===== src/rtl/mbx_pkg.sv =====
package mbx_pkg;
    localparam int DATA_W   = 8;
    localparam int USER_W   = 4;
    localparam int SYNC_LEN = 2;

    // architectural state of the mailbox
    typedef struct packed {
        logic [DATA_W-1:0] in_reg;
        logic [DATA_W-1:0] out_reg;
        logic [USER_W-1:0] user;
        logic              f1;
        logic              f0;
        logic              ibf;
        logic              obf;
    } mbx_state_t;

    // host-port tracking state
    typedef struct packed {
        logic              wr_prev;
        logic              rd_prev;
        logic [DATA_W-1:0] wdata;
        logic              wa0;
        logic              ra0;
    } port_state_t;
endpackage


===== src/rtl/mbx_sync.sv =====
module mbx_sync #(
    parameter int W      = 1,
    parameter int STAGES = 2
) (
    input  logic         clk,
    input  logic         rst,
    input  logic [W-1:0] d_in,
    output logic [W-1:0] d_out
);
    logic [STAGES-1:0][W-1:0] chain_d, chain_q;

    generate
        for (genvar i = 0; i < STAGES; i++) begin : g_stage
            if (i == 0) begin : g_first
                assign chain_d[i] = d_in;
            end else begin : g_next
                assign chain_d[i] = chain_q[i-1];
            end
        end
    endgenerate

    always_ff @(posedge clk) begin
        if (rst) chain_q <= '0;
        else     chain_q <= chain_d;
    end

    assign d_out = chain_q[STAGES-1];
endmodule


===== src/rtl/mbx_host_port.sv =====
module mbx_host_port
    import mbx_pkg::*;
(
    input  logic              clk,
    input  logic              rst,
    input  logic              wr_act,
    input  logic              rd_act,
    input  logic [DATA_W-1:0] din_s,
    input  logic              a0_s,
    output logic              wr_commit,
    output logic              rd_commit,
    output logic [DATA_W-1:0] wr_data,
    output logic              wr_a0,
    output logic              rd_a0
);
    port_state_t p_d, p_q;

    always_comb begin
        p_d         = p_q;
        p_d.wr_prev = wr_act;
        p_d.rd_prev = rd_act;
        // hold the latest bus values seen while a strobe is active
        if (wr_act) begin
            p_d.wdata = din_s;
            p_d.wa0   = a0_s;
        end
        if (rd_act) p_d.ra0 = a0_s;
    end

    always_ff @(posedge clk) begin
        if (rst) p_q <= '0;
        else     p_q <= p_d;
    end

    // release edge: active last cycle, inactive now
    assign wr_commit = p_q.wr_prev & ~wr_act;
    assign rd_commit = p_q.rd_prev & ~rd_act;
    assign wr_data   = p_q.wdata;
    assign wr_a0     = p_q.wa0;
    assign rd_a0     = p_q.ra0;
endmodule


===== src/rtl/mbx_core.sv =====
module mbx_core
    import mbx_pkg::*;
(
    input  logic              clk,
    input  logic              rst,
    input  logic              wr_commit,
    input  logic [DATA_W-1:0] wr_data,
    input  logic              wr_a0,
    input  logic              rd_commit,
    input  logic              rd_a0,
    input  logic              loc_rd_in,
    input  logic              loc_wr_out,
    input  logic              loc_wr_sts,
    input  logic [DATA_W-1:0] loc_out_data,
    input  logic              loc_f0_clr,
    input  logic              loc_f0_tgl,
    input  logic              loc_f1_clr,
    input  logic              loc_f1_tgl,
    output mbx_state_t        state
);
    mbx_state_t s_d, s_q;

    always_comb begin
        s_d = s_q;

        // input mailbox: host fill beats local collect
        if (loc_rd_in) s_d.ibf = 1'b0;
        if (wr_commit) begin
            s_d.in_reg = wr_data;
            s_d.ibf    = 1'b1;
        end

        // output mailbox: local load beats host drain
        if (rd_commit && !rd_a0) s_d.obf = 1'b0;
        if (loc_wr_out) begin
            s_d.out_reg = loc_out_data;
            s_d.obf     = 1'b1;
        end

        if (loc_wr_sts) s_d.user = loc_out_data[DATA_W-1 -: USER_W];

        // flag 0: clear beats toggle
        if (loc_f0_clr)      s_d.f0 = 1'b0;
        else if (loc_f0_tgl) s_d.f0 = ~s_q.f0;

        // flag 1: host write beats clear beats toggle
        if (wr_commit)       s_d.f1 = wr_a0;
        else if (loc_f1_clr) s_d.f1 = 1'b0;
        else if (loc_f1_tgl) s_d.f1 = ~s_q.f1;
    end

    always_ff @(posedge clk) begin
        if (rst) s_q <= '0;
        else     s_q <= s_d;
    end

    assign state = s_q;
endmodule


===== src/rtl/host_mailbox.sv =====
module host_mailbox
    import mbx_pkg::*;
(
    input  logic              clk,
    input  logic              rst,
    input  logic              host_cs_n,
    input  logic              host_rd_n,
    input  logic              host_wr_n,
    input  logic              host_a0,
    input  logic [DATA_W-1:0] host_din,
    output logic [DATA_W-1:0] host_dout,
    output logic              host_doe,
    input  logic              loc_rd_in,
    output logic [DATA_W-1:0] loc_in_data,
    input  logic              loc_wr_out,
    input  logic              loc_wr_sts,
    input  logic [DATA_W-1:0] loc_out_data,
    input  logic              loc_f0_clr,
    input  logic              loc_f0_tgl,
    input  logic              loc_f1_clr,
    input  logic              loc_f1_tgl,
    output logic [DATA_W-1:0] loc_status
);
    localparam int BUS_W = DATA_W + 3;

    logic [BUS_W-1:0]  raw_bus, sync_bus;
    logic              wr_act, rd_act, a0_s;
    logic [DATA_W-1:0] din_s;
    logic              wr_commit, rd_commit, wr_a0, rd_a0;
    logic [DATA_W-1:0] wr_data;
    mbx_state_t        state;
    logic [DATA_W-1:0] status_byte;

    // qualified strobes are resynchronised together with the bus they sample
    assign raw_bus = {~(host_cs_n | host_wr_n), ~(host_cs_n | host_rd_n), host_a0, host_din};

    mbx_sync #(.W(BUS_W), .STAGES(SYNC_LEN)) sync_i (
        .clk   (clk),
        .rst   (rst),
        .d_in  (raw_bus),
        .d_out (sync_bus)
    );

    assign wr_act = sync_bus[BUS_W-1];
    assign rd_act = sync_bus[BUS_W-2];
    assign a0_s   = sync_bus[DATA_W];
    assign din_s  = sync_bus[DATA_W-1:0];

    mbx_host_port port_i (
        .clk       (clk),
        .rst       (rst),
        .wr_act    (wr_act),
        .rd_act    (rd_act),
        .din_s     (din_s),
        .a0_s      (a0_s),
        .wr_commit (wr_commit),
        .rd_commit (rd_commit),
        .wr_data   (wr_data),
        .wr_a0     (wr_a0),
        .rd_a0     (rd_a0)
    );

    mbx_core core_i (
        .clk          (clk),
        .rst          (rst),
        .wr_commit    (wr_commit),
        .wr_data      (wr_data),
        .wr_a0        (wr_a0),
        .rd_commit    (rd_commit),
        .rd_a0        (rd_a0),
        .loc_rd_in    (loc_rd_in),
        .loc_wr_out   (loc_wr_out),
        .loc_wr_sts   (loc_wr_sts),
        .loc_out_data (loc_out_data),
        .loc_f0_clr   (loc_f0_clr),
        .loc_f0_tgl   (loc_f0_tgl),
        .loc_f1_clr   (loc_f1_clr),
        .loc_f1_tgl   (loc_f1_tgl),
        .state        (state)
    );

    assign status_byte = {state.user, state.f1, state.f0, state.ibf, state.obf};

    // bus side is asynchronous: drive follows the raw pins
    assign host_dout   = host_a0 ? status_byte : state.out_reg;
    assign host_doe    = ~(host_cs_n | host_rd_n);
    assign loc_in_data = state.in_reg;
    assign loc_status  = status_byte;
endmodule


===== config.mk =====
export PLATFORM = sky130hd
export DESIGN_NAME = host_mailbox
export DESIGN_NICKNAME = d
export VERILOG_FILES = /design/src/rtl/mbx_pkg.sv /design/src/rtl/mbx_sync.sv /design/src/rtl/mbx_host_port.sv /design/src/rtl/mbx_core.sv /design/src/rtl/host_mailbox.sv
export SDC_FILE = /design/constraint.sdc
export NUM_CORES = 1
export LEC_CHECK = 0
export BUFFER_PORTS_ARGS = -buffer_cell sky130_fd_sc_hd__buf_2
export CORE_ASPECT_RATIO = 1.1
export CORE_MARGIN = 2
export CORE_UTILIZATION = 45
export DETAILED_ROUTE_END_ITERATION = 10
export PLACE_DENSITY = 0.72
export SYNTH_ARGS = -nofsm -noshare
export SYNTH_HDL_FRONTEND = slang
export SYNTH_HIERARCHICAL = 1
export SYNTH_SLANG_ARGS = --single-unit

===== constraint.sdc =====
create_clock -name clk -period 1.75 [get_ports clk]
set_input_delay 0.2625 -clock clk [delete_from_list [all_inputs] [get_ports clk]]
set_output_delay 0.2625 -clock clk [all_outputs]
set_load 0.05 [all_outputs]

==> flow_metrics.py, run 1 <==
metrics = {
    "outcome": {
        "status": "finished clean",
    },
    "detailed_routing": {
        "drt.antenna.violating_nets": 0,
        "via_count": 1304,
        "wire_per_inst_um": 11.0,
        "dr.first_iter.drc_count": 58,
        "dr.pass1.iters": 4,
        "finalWirelength_mm": 3.23,
        "via_per_inst": 4.44,
        "drcViolationCount": 0,
    },
    "global_routing": {
        "grt_pass1_vias": 1174,
        "grtUsageTotal_pct": 13.3,
        "grt_pass1_wl_mm": 5.23,
        "grt_max_degree": 59,
        "overflow": 0,
        "antenna_found_initial": 0,
    },
    "finish": {
        "drive_above_1_share_pct": 39.5,
        "final_nets": 262,
        "synthToLayoutAreaGrowth_pct": 19.7,
        "n_antenna_cell": 0,
        "postLayoutCoreUtil_pct": 55.1,
    },
    "worst_setup_path": {
        "path_class": "reg -> out",
        "r2r_end": "core_i/state[20]",
        "r2r-start": "sync_i/d_out[10]",
        "crit_arrival_ns": 1.12,
        "regToRegSetupSlack_ns": 0.59,
        "crit_path_end_kind": "primary output",
        "crit_end": "host_dout[2]",
        "worstPathRequired_ns": 1.49,
        "worst-path-max-fanout": 3,
        "start_kind": "register",
        "ff2ff_path_depth": 4,
        "crit_start": "core_i/state[2]",
    },
    "die": {
        "io_pins": 54,
        "dieArea_um2": 5260,
        "die_x_um": 69.3,
        "coreArea_um2": 4590,
        "std_cell_rows": 26,
        "chipHeight_um": 75.9,
        "start_util_pct": 46.0,
    },
    "pwr": {
        "p_sw_uw": 642,
        "seq_power_share_pct": 50.6,
        "p_int_uw": 2100,
        "p_per_area_nw_per_um2": 1080,
        "ir_drop_v": 0.000573,
        "pwr-share-clk_pct": 39.6,
        "pwr-share-comb_pct": 9.8,
        "swShare_pct": 23.4,
        "leakage_uw": 0.00115,
    },
    "placement": {
        "dp_hpwl_mm": 2.16,
        "gp_congestion": 0.679,
        "portBuffers": 53,
    },
    "sta": {
        "fin_crit_ns": 1.38,
        "slew_violations": 0,
        "rsz0062_at_grt": "false",
        "final.setup.tns_ns": 0,
        "fin_crit_sh_pct": 78.9,
        "setup_viol": 0,
        "fmax_mhz": 725,
        "worst_pin_slew_ns": 0.301,
        "max-slew-margin-rel_pct": 79.9,
        "fin_skew_ns": 0.00426,
        "timing.final.hold_violations": 0,
    },
    "flow_run": {
        "drv_cap": 0,
    },
    "worst_hold_path": {
        "hp-class": "in -> reg",
        "min_from": "loc_f0_clr",
    },
    "logic_synthesis": {
        "syn_inst": 184,
        "synthXorXnorAreaFrac_pct": 0.829,
        "ys_ff_latch": 58,
        "avgSynthCellArea_um2": 11.5,
        "synth_warnings": 6,
        "yosysTopAreaCell": "dfxtp_1",
        "synth_compound_area_share_pct": 0.889,
        "yosysUniqueCellTypes": 19,
        "synth_top_family_by_area": "multiplexers",
        "synth_fa_ha_area_share_pct": 0,
        "syn_area_um2": 2110,
        "synth_fp_nets": 213,
        "synth_seq_area_share_pct": 55.0,
        "synthSimpleGateAreaFrac_pct": 16.7,
        "synth_top_area_share_pct": 55.0,
        "ys_top_cells_by_area": "dfxtp_1 55%, mux2i_1 14%, nor2b_2 6.2%",
        "synthMuxAreaShare_pct": 19.9,
    },
    "clocking": {
        "path_clk_slew_ns": 0.06,
        "cts_tree": "built",
        "clockBufferDepth": 2,
        "cts.sink_count": 58,
        "clk_latency_ns": 0.32,
        "post_cts_resized": 0,
        "post-cts-setup-buffers": 0,
        "clock-root-buffer": "clkbuf_8",
        "ctsHoldBuffers": 0,
        "htreeDepth": 3,
        "numCtsBuffers": 9,
    },
}
==> layout make-up <==
cell class	instances	area [um2]
Fill cell	404	2060
Sequential cell	58	1160
Multi-Input combinational cell	107	810
Timing Repair Buffer	56	300
Clock buffer	14	173
Tap cell	56	70.1
Clock inverter	2	10.0
Inverter	1	3.75
==> worst min path at each step <==
stage,to,slack [ns],cells after the start
2_1_floorplan,core_i/state[3],0.32,1
3_3_place_gp,sync_i/d_out[10],0.42,1
3_5_place_dp,sync_i/d_out[2],0.42,1
4_1_cts,core_i/state[2],0.09,2
5_1_grt,core_i/state[2],0.1,2
6_report,core_i/state[2],0.11,2
==> cell usage in the layout (no fill, tap or decap) <==
cell type	synthesis	routed
a21oi_1	2	2
a21oi_2	1	1
and2b_1	3	3
buf_12	0	1
buf_2	4	53
buf_4	9	2
clkbuf_1	0	2
clkbuf_8	0	12
clkinv_2	0	2
dfxtp_1	58	58
inv_1	1	1
mux2_4	8	8
mux2i_1	30	30
nand2_1	1	1
nand2b_1	1	1
nor2_1	34	34
nor2b_1	8	8
nor2b_2	15	15
nor3_1	1	1
or3_1	1	1
xnor2_1	2	2
==> cells in the mapped netlist, drive strengths merged <==
cell    number
mux2i       30
nor3         1
dfxtp       58
nand2b       1
nor2b       23
buf         17
xnor2        2
clkbuf       1
a21oi        3
and2b        3
or3          1
nor2        34
mux2         8
nand2        1
inv          1
==> critical path, stage by stage (launching register included) <==
cell and delay, ns:
dfxtp_1 0.33, mux2_4 0.26, buf_2 0.21
==> flip-flops by register name, indices dropped and copies added (netlist names) <==
signal	cells
port_i/wr_a0	1
port_i/p_q	2
port_i/wr_data	8
sync_i/chain_d	11
core_i/state	24
port_i/rd_a0	1
sync_i/d_out	11
==> through the flow <==
stage	area [um2]	hold WS (ns)	power, uW	setup slack [ns]	cells
after global routing	2530	0.0987	2870	0.325	294
after detailed placement	2340	0.421	1690	0.393	278
final	2530	0.107	2740	0.370	294
after CTS	2530	0.0897	2790	0.340	294
after floorplan	2110	0.325	1620	0.496	184
after global placement	2340	0.416	1680	0.412	278
==> layer usage <==
layer / up-vias / track usage, % / share of wire [%]
li1: 681 / - / -
met1: 574 / 14.2 / 46
met2: 44 / 22.0 / 46
met3: 5 / 6.88 / 6.4
met4: 0 / 6.54 / 1.3
met5: - / 0 / 0
==> power groups by stage <==
stage	Sequential [uW]	Clock (uW)	Combinational, uW
after CTS	1390	1130	273
after floorplan	1450	0	174
after global placement	1410	0	269
after detailed placement	1410	0	271
final	1390	1090	268
after global routing	1390	1190	287
==> logic make-up after synthesis <==
family	after synthesis
compound gates	3
simple gates	64
flops	58
mux	38
xor+xnor	2
buf+inv	19
No activity file was read; power rests on OpenSTA's default activity.
==> run 2: changes to the inputs <==
--- a/config.mk
+++ b/config.mk
@@ -10,7 +10,7 @@
 export CORE_MARGIN = 2
 export CORE_UTILIZATION = 45
 export DETAILED_ROUTE_END_ITERATION = 10
-export PLACE_DENSITY = 0.72
+export PLACE_DENSITY = 0.75
 export SYNTH_ARGS = -nofsm -noshare
 export SYNTH_HDL_FRONTEND = slang
 export SYNTH_HIERARCHICAL = 1
==> constraint.sdc (replaced) <==
create_clock -name clk -period 1.17 [get_ports clk]
set_input_delay 0.1755 -clock clk [delete_from_list [all_inputs] [get_ports clk]]
set_output_delay 0.1755 -clock clk [all_outputs]
set_load 0.05 [all_outputs]
==> run 2 against run 1 <==
  * The run now ends with negative setup slack left
  * Critical endpoint is now host_dout[1]
  * Critical path depth unchanged
  * Core utilization increased by 2.7 points
  * Largest cell class unchanged
  * Hold slack got worse by 0.045 ns
  * Clock-buffer cell count decreased by 1
  * Clock power increased by 52%
  * Largest power group unchanged
  * Final cell count increased by 2.0%
  * Clock skew decreased by 0.0010 ns
  * Global-route usage increased by 0.78 points
  * Total power increased by 53%
  * First-iteration DRC count increased by 29%
  * Final area increased by 4.9%
  * Die area unchanged
==> flow_metrics.py, run 2 (synthesis gave the netlist of run 1 again) <==
metrics = {
    "placement": {
        "dp_hpwl_mm": 2.22,
        "portBuffers": 53,
        "placed_cells": 280,
        "preCtsSetupSlack_ns": -0.00227,
        "gp_congestion": 0.734,
    },
    "worst_setup_path": {
        "cp_num_buf_inv": 1,
        "crit_arrival_ns": 1.07,
        "slowest_stage": "dfxtp_2",
        "crit_path_end_kind": "primary output",
        "start_kind": "register",
        "worst-path-max-fanout": 3,
        "path_class": "reg -> out",
        "cp_top_family": "flip-flops",
        "crit_chain": "mux2_4, buf_8",
        "worstPathRequired_ns": 0.99,
        "max_stage_delay_ns": 0.33,
    },
    "sta": {
        "fin_crit_ns": 1.24,
        "timing.final.hold_violations": 0,
        "fin_skew_ns": 0.00325,
        "rsz0062_at_grt": "true",
        "final.setup.tns_ns": -0.473,
        "setup_viol": 8,
        "fmax_mhz": 806,
        "worst_pin_slew_ns": 0.297,
        "slew_violations": 0,
        "fin_crit_sh_pct": 106,
        "fin_ws_ns": -0.0712,
        "max-slew-margin-rel_pct": 80.2,
    },
    "die": {
        "die_x_um": 69.3,
        "io_pins": 54,
        "coreArea_um2": 4590,
        "dieArea_um2": 5260,
        "std_cell_rows": 26,
        "chipHeight_um": 75.9,
        "start_util_pct": 46.0,
    },
    "finish": {
        "postLayoutCoreUtil_pct": 57.8,
        "layout_commonest_cell": "dfxtp_1",
        "final_nets": 268,
        "drive_above_1_share_pct": 42.6,
        "synthToLayoutAreaGrowth_pct": 25.5,
        "largest_reg_flops": 24,
        "final_cell_mix": "51 x dfxtp_1, 44 x buf_2, 34 x nor2_1",
        "n_antenna_cell": 0,
        "finalNonFillerCells": 300,
    },
    "detailed_routing": {
        "dr.pass1.iters": 4,
        "drcViolationCount": 0,
        "via_count": 1319,
        "drt.antenna.violating_nets": 0,
        "dr.first_iter.drc_count": 75,
        "via_per_inst": 4.40,
        "wire_per_inst_um": 11.1,
        "finalWirelength_mm": 3.32,
    },
    "global_routing": {
        "grtUsageTotal_pct": 14.0,
        "grt_pass1_vias": 1257,
        "grt_max_degree": 25,
        "overflow": 0,
        "grt_pass1_wl_mm": 5.61,
        "antenna_found_initial": 0,
    },
    "clocking": {
        "clock-root-buffer": "clkbuf_8",
        "htreeDepth": 3,
        "clk_latency_ns": 0.32,
        "path_clk_slew_ns": 0.06,
        "cts_tree": "built",
        "clockBufferDepth": 2,
        "numCtsBuffers": 9,
        "cts.sink_count": 58,
    },
    "outcome": {
        "status": "finished, violations left",
        "violations": "negative setup slack",
    },
    "pwr": {
        "ir_drop_v": 0.000816,
        "leakage_uw": 0.00119,
        "p_per_area_nw_per_um2": 1580,
    },
    "flow_run": {
        "drv_cap": 0,
    },
    "worst_hold_path": {
        "hp-class": "in -> reg",
    },
}
run 2: timing repair:
action                                  CTS  global route
gates resized for setup                  24             3
setup buffers                             3             0
hold buffers                              1             0
endpoints found under the setup margin    8             8
endpoints found under the hold margin     1             0
run 2: worst register-to-register path, stage by stage, from the launching register on:
cell	delay (ns)
dfxtp_2	0.32
and2b_1	0.21
or3_1	0.36
a21oi_2	0.11
run 2: path summary, 6_finish.rpt:
path / start / end / slack, ns / cells past startpoint
worst max register to register: sync_i/d_out[10] / core_i/state[3] / 0.11 / 3
worst min register to register: sync_i/chain_d[21] / sync_i/d_out[10] / 0.43 / 1
worst min-delay path: host_din[0] / sync_i/chain_d[11] / 0.06 / 2
worst max-delay path: core_i/state[1] / host_dout[1] / -0.07 / 2
run 2: area by class of cell:
type                       count  area [um2]
fill                         378        1940
multi-input combinational    107         810
sequential                    58        1170
inverter                       1        3.75
timing repair buffer          62         419
clock buffer                  13         139
tap                           56        70.1
clock inverter                 3        40.0
run 2: per-stage QoR:
step                instance area, um2  hold WS [ns]  total power (uW)
floorplan                         2110         0.231              2420
global placement                  2360         0.343              2520
detailed placement                2360         0.345              2520
CTS                               2650        0.0447              4240
global route                      2650        0.0533              4380
finish                            2650        0.0621              4190
run 2: metal layers:
| metal | vias up | global-route usage, % | share of wire (%) |
|---|---|---|---|
| li1 | 697 | - | - |
| met1 | 576 | 16.5 | 46 |
| met2 | 46 | 22.4 | 48 |
| met3 | 0 | 6.61 | 6.2 |
| met4 | 0 | 5.88 | 0 |
| met5 | - | 0 | 0 |
run 2: where the power goes:
group | leakage (uW) | internal (uW) | switching [uW]
clock | 0.0000914 | 979 | 684
sequential | 0.000477 | 2050 | 26.5
combinational | 0.000623 | 204 | 253
==> run 3: changes to the inputs <==
--- a/config.mk
+++ b/config.mk
@@ -7,10 +7,9 @@
 export LEC_CHECK = 0
 export BUFFER_PORTS_ARGS = -buffer_cell sky130_fd_sc_hd__buf_2
 export CORE_ASPECT_RATIO = 1.1
-export CORE_MARGIN = 2
 export CORE_UTILIZATION = 45
 export DETAILED_ROUTE_END_ITERATION = 10
-export PLACE_DENSITY = 0.75
+export PLACE_DENSITY = 0.72
 export SYNTH_ARGS = -nofsm -noshare
 export SYNTH_HDL_FRONTEND = slang
 export SYNTH_HIERARCHICAL = 1
==> constraint.sdc (replaced) <==
create_clock -name clk -period 1.45 [get_ports clk]
set_input_delay 0.2175 -clock clk [delete_from_list [all_inputs] [get_ports clk]]
set_output_delay 0.2175 -clock clk [all_outputs]
set_load 0.05 [all_outputs]
==> run 3 against run 2 <==
  * Critical path depth unchanged
  * Core utilization up 0.13 points
  * Via count down 3.5%
  * Sequential share of layout area up 1.3 points
  * Critical path type unchanged
  * Die area down 5.4%
  * Non-clock buffer count down 5
  * The flow now finishes without violations
  * Final area down 3.6%
  * Combinational power down 30%
  * Global-route usage up 0.052 points
  * Largest cell class unchanged
  * Total power down 15%
  * Clock power down 5%
  * Final cell count down 2.3%
==> flow_metrics.py, run 3 (synthesis gave the netlist of run 1 again) <==
metrics = {
    "die": {
        "chipHeight_um": 73.9,
        "coreArea_um2": 4410,
        "dieArea_um2": 4970,
        "start_util_pct": 47.9,
        "io_pins": 54,
        "std_cell_rows": 25,
        "die_x_um": 67.3,
    },
    "clocking": {
        "cts_tree": "built",
        "post_cts_resized": 0,
        "htreeDepth": 3,
        "clock-root-buffer": "clkbuf_8",
        "path_clk_slew_ns": 0.06,
        "clk_latency_ns": 0.32,
        "numCtsBuffers": 9,
        "post-cts-setup-buffers": 0,
        "clockBufferDepth": 2,
        "ctsHoldBuffers": 0,
        "cts.sink_count": 58,
    },
    "sta": {
        "timing.hold.ws_ns": 0.0516,
        "max-slew-margin-rel_pct": 77.9,
        "worst_pin_slew_ns": 0.331,
        "fmax_mhz": 754,
        "final.setup.tns_ns": 0,
        "fin_crit_sh_pct": 91.5,
        "rsz0062_at_grt": "false",
        "slew_violations": 0,
        "setup_viol": 0,
        "fin_crit_ns": 1.33,
        "fin_skew_ns": 0.00676,
        "timing.final.hold_violations": 0,
    },
    "flow_run": {
        "drv_cap": 0,
    },
    "worst_setup_path": {
        "path_class": "reg -> out",
        "worst-path-max-fanout": 3,
        "worstPathRequired_ns": 1.23,
        "crit_path_end_kind": "primary output",
        "crit_arrival_ns": 1.11,
        "start_kind": "register",
    },
    "global_routing": {
        "grt_pass1_vias": 1175,
        "overflow": 0,
        "grt_max_degree": 34,
        "busiest_layer": "met2",
        "antenna_found_initial": 0,
        "grt_pass1_wl_mm": 4.99,
        "grtUsageMet1_pct": 15.4,
        "globalRouteMet3Util_pct": 4.04,
        "grtUsageMet2_pct": 21.8,
        "grtUsageTotal_pct": 14.1,
    },
    "detailed_routing": {
        "drt.antenna.violating_nets": 0,
        "via_per_inst": 4.34,
        "wire_per_inst_um": 10.7,
        "via_count": 1273,
        "dr.first_iter.drc_count": 53,
        "finalWirelength_mm": 3.12,
        "drcViolationCount": 0,
        "dr.pass1.iters": 2,
    },
    "outcome": {
        "status": "finished clean",
    },
    "finish": {
        "largest_reg_flops": 24,
        "layout_commonest_cell": "dfxtp_1",
        "n_antenna_cell": 0,
        "postLayoutCoreUtil_pct": 57.9,
        "synthToLayoutAreaGrowth_pct": 21.0,
        "finalNonFillerCells": 293,
        "final_cell_mix": "58 x dfxtp_1, 53 x buf_2, 34 x nor2_1",
        "drive_above_1_share_pct": 40.6,
        "fill_cells": 392,
        "final_nets": 263,
    },
    "placement": {
        "placed_cells": 277,
        "portBuffers": 53,
        "dp_hpwl_mm": 2.16,
        "gp_congestion": 0.648,
    },
    "worst_hold_path": {
        "hp-class": "in -> reg",
    },
    "pwr": {
        "leakage_uw": 0.00116,
        "power_uw": 3570,
        "ir_drop_v": 0.000685,
        "p_per_area_nw_per_um2": 1400,
    },
}
==> run 3: cell types whose count changed in the layout (fill, tap and decap cells not counted), moves of 2 or more <==
cell | before | now
buf_4 | 8 | 4
dfxtp_2 | 7 | 0
dfxtp_1 | 51 | 58
buf_8 | 5 | 0
buf_6 | 3 | 0
buf_2 | 44 | 53
clkbuf_1 | 4 | 0
clkinvlp_4 | 0 | 2
==> run 3: final cells by class <==
class	count	area, um2	area share [%]
Inverter	1	3.75	0.147
Multi-Input combinational cell	107	810	31.7
Tap cell	54	67.6	2.64
Clock buffer	9	124	4.85
Timing Repair Buffer	57	295	11.6
Clock inverter	7	93.8	3.67
Sequential cell	58	1160	45.4
==> run 3: worst max-delay path, stage by stage, from the launching register on <==
cell and delay (ns):
dfxtp_1 0.33, mux2_4 0.25, buf_2 0.21
==> run 3: stage by stage <==
step / setup slack, ns / instance area [um2]
2_1_floorplan: 0.201 / 2110
3_3_place_gp: 0.218 / 2340
3_5_place_dp: 0.204 / 2340
4_1_cts: 0.102 / 2550
5_1_grt: 0.0658 / 2550
6_report: 0.123 / 2550
==> run 3: worst paths after layout <==
path / from / endpoint / slack, ns / cells past startpoint
setup / recovery: core_i/state[2] / host_dout[2] / 0.12 / 2
hold / removal: loc_f0_clr / core_i/state[2] / 0.05 / 2
setup reg to reg: sync_i/d_out[10] / core_i/state[19] / 0.31 / 4
hold reg to reg: sync_i/chain_d[21] / sync_i/d_out[10] / 0.44 / 1
==> run 3: report_power, final <==
part           total (uW)  switching (uW)  internal, uW
clock network        1570             612           962
logic                 320             193           127
registers            1670            22.6          1650
==> run 3: routing by layer <==
| metal | up-vias | wire (um) |
|---|---|---|
| met5 | - | 0 |
| met4 | 0 | 68 |
| met3 | 6 | 180 |
| met2 | 43 | 1440 |
| met1 | 539 | 1430 |
| li1 | 685 | - |
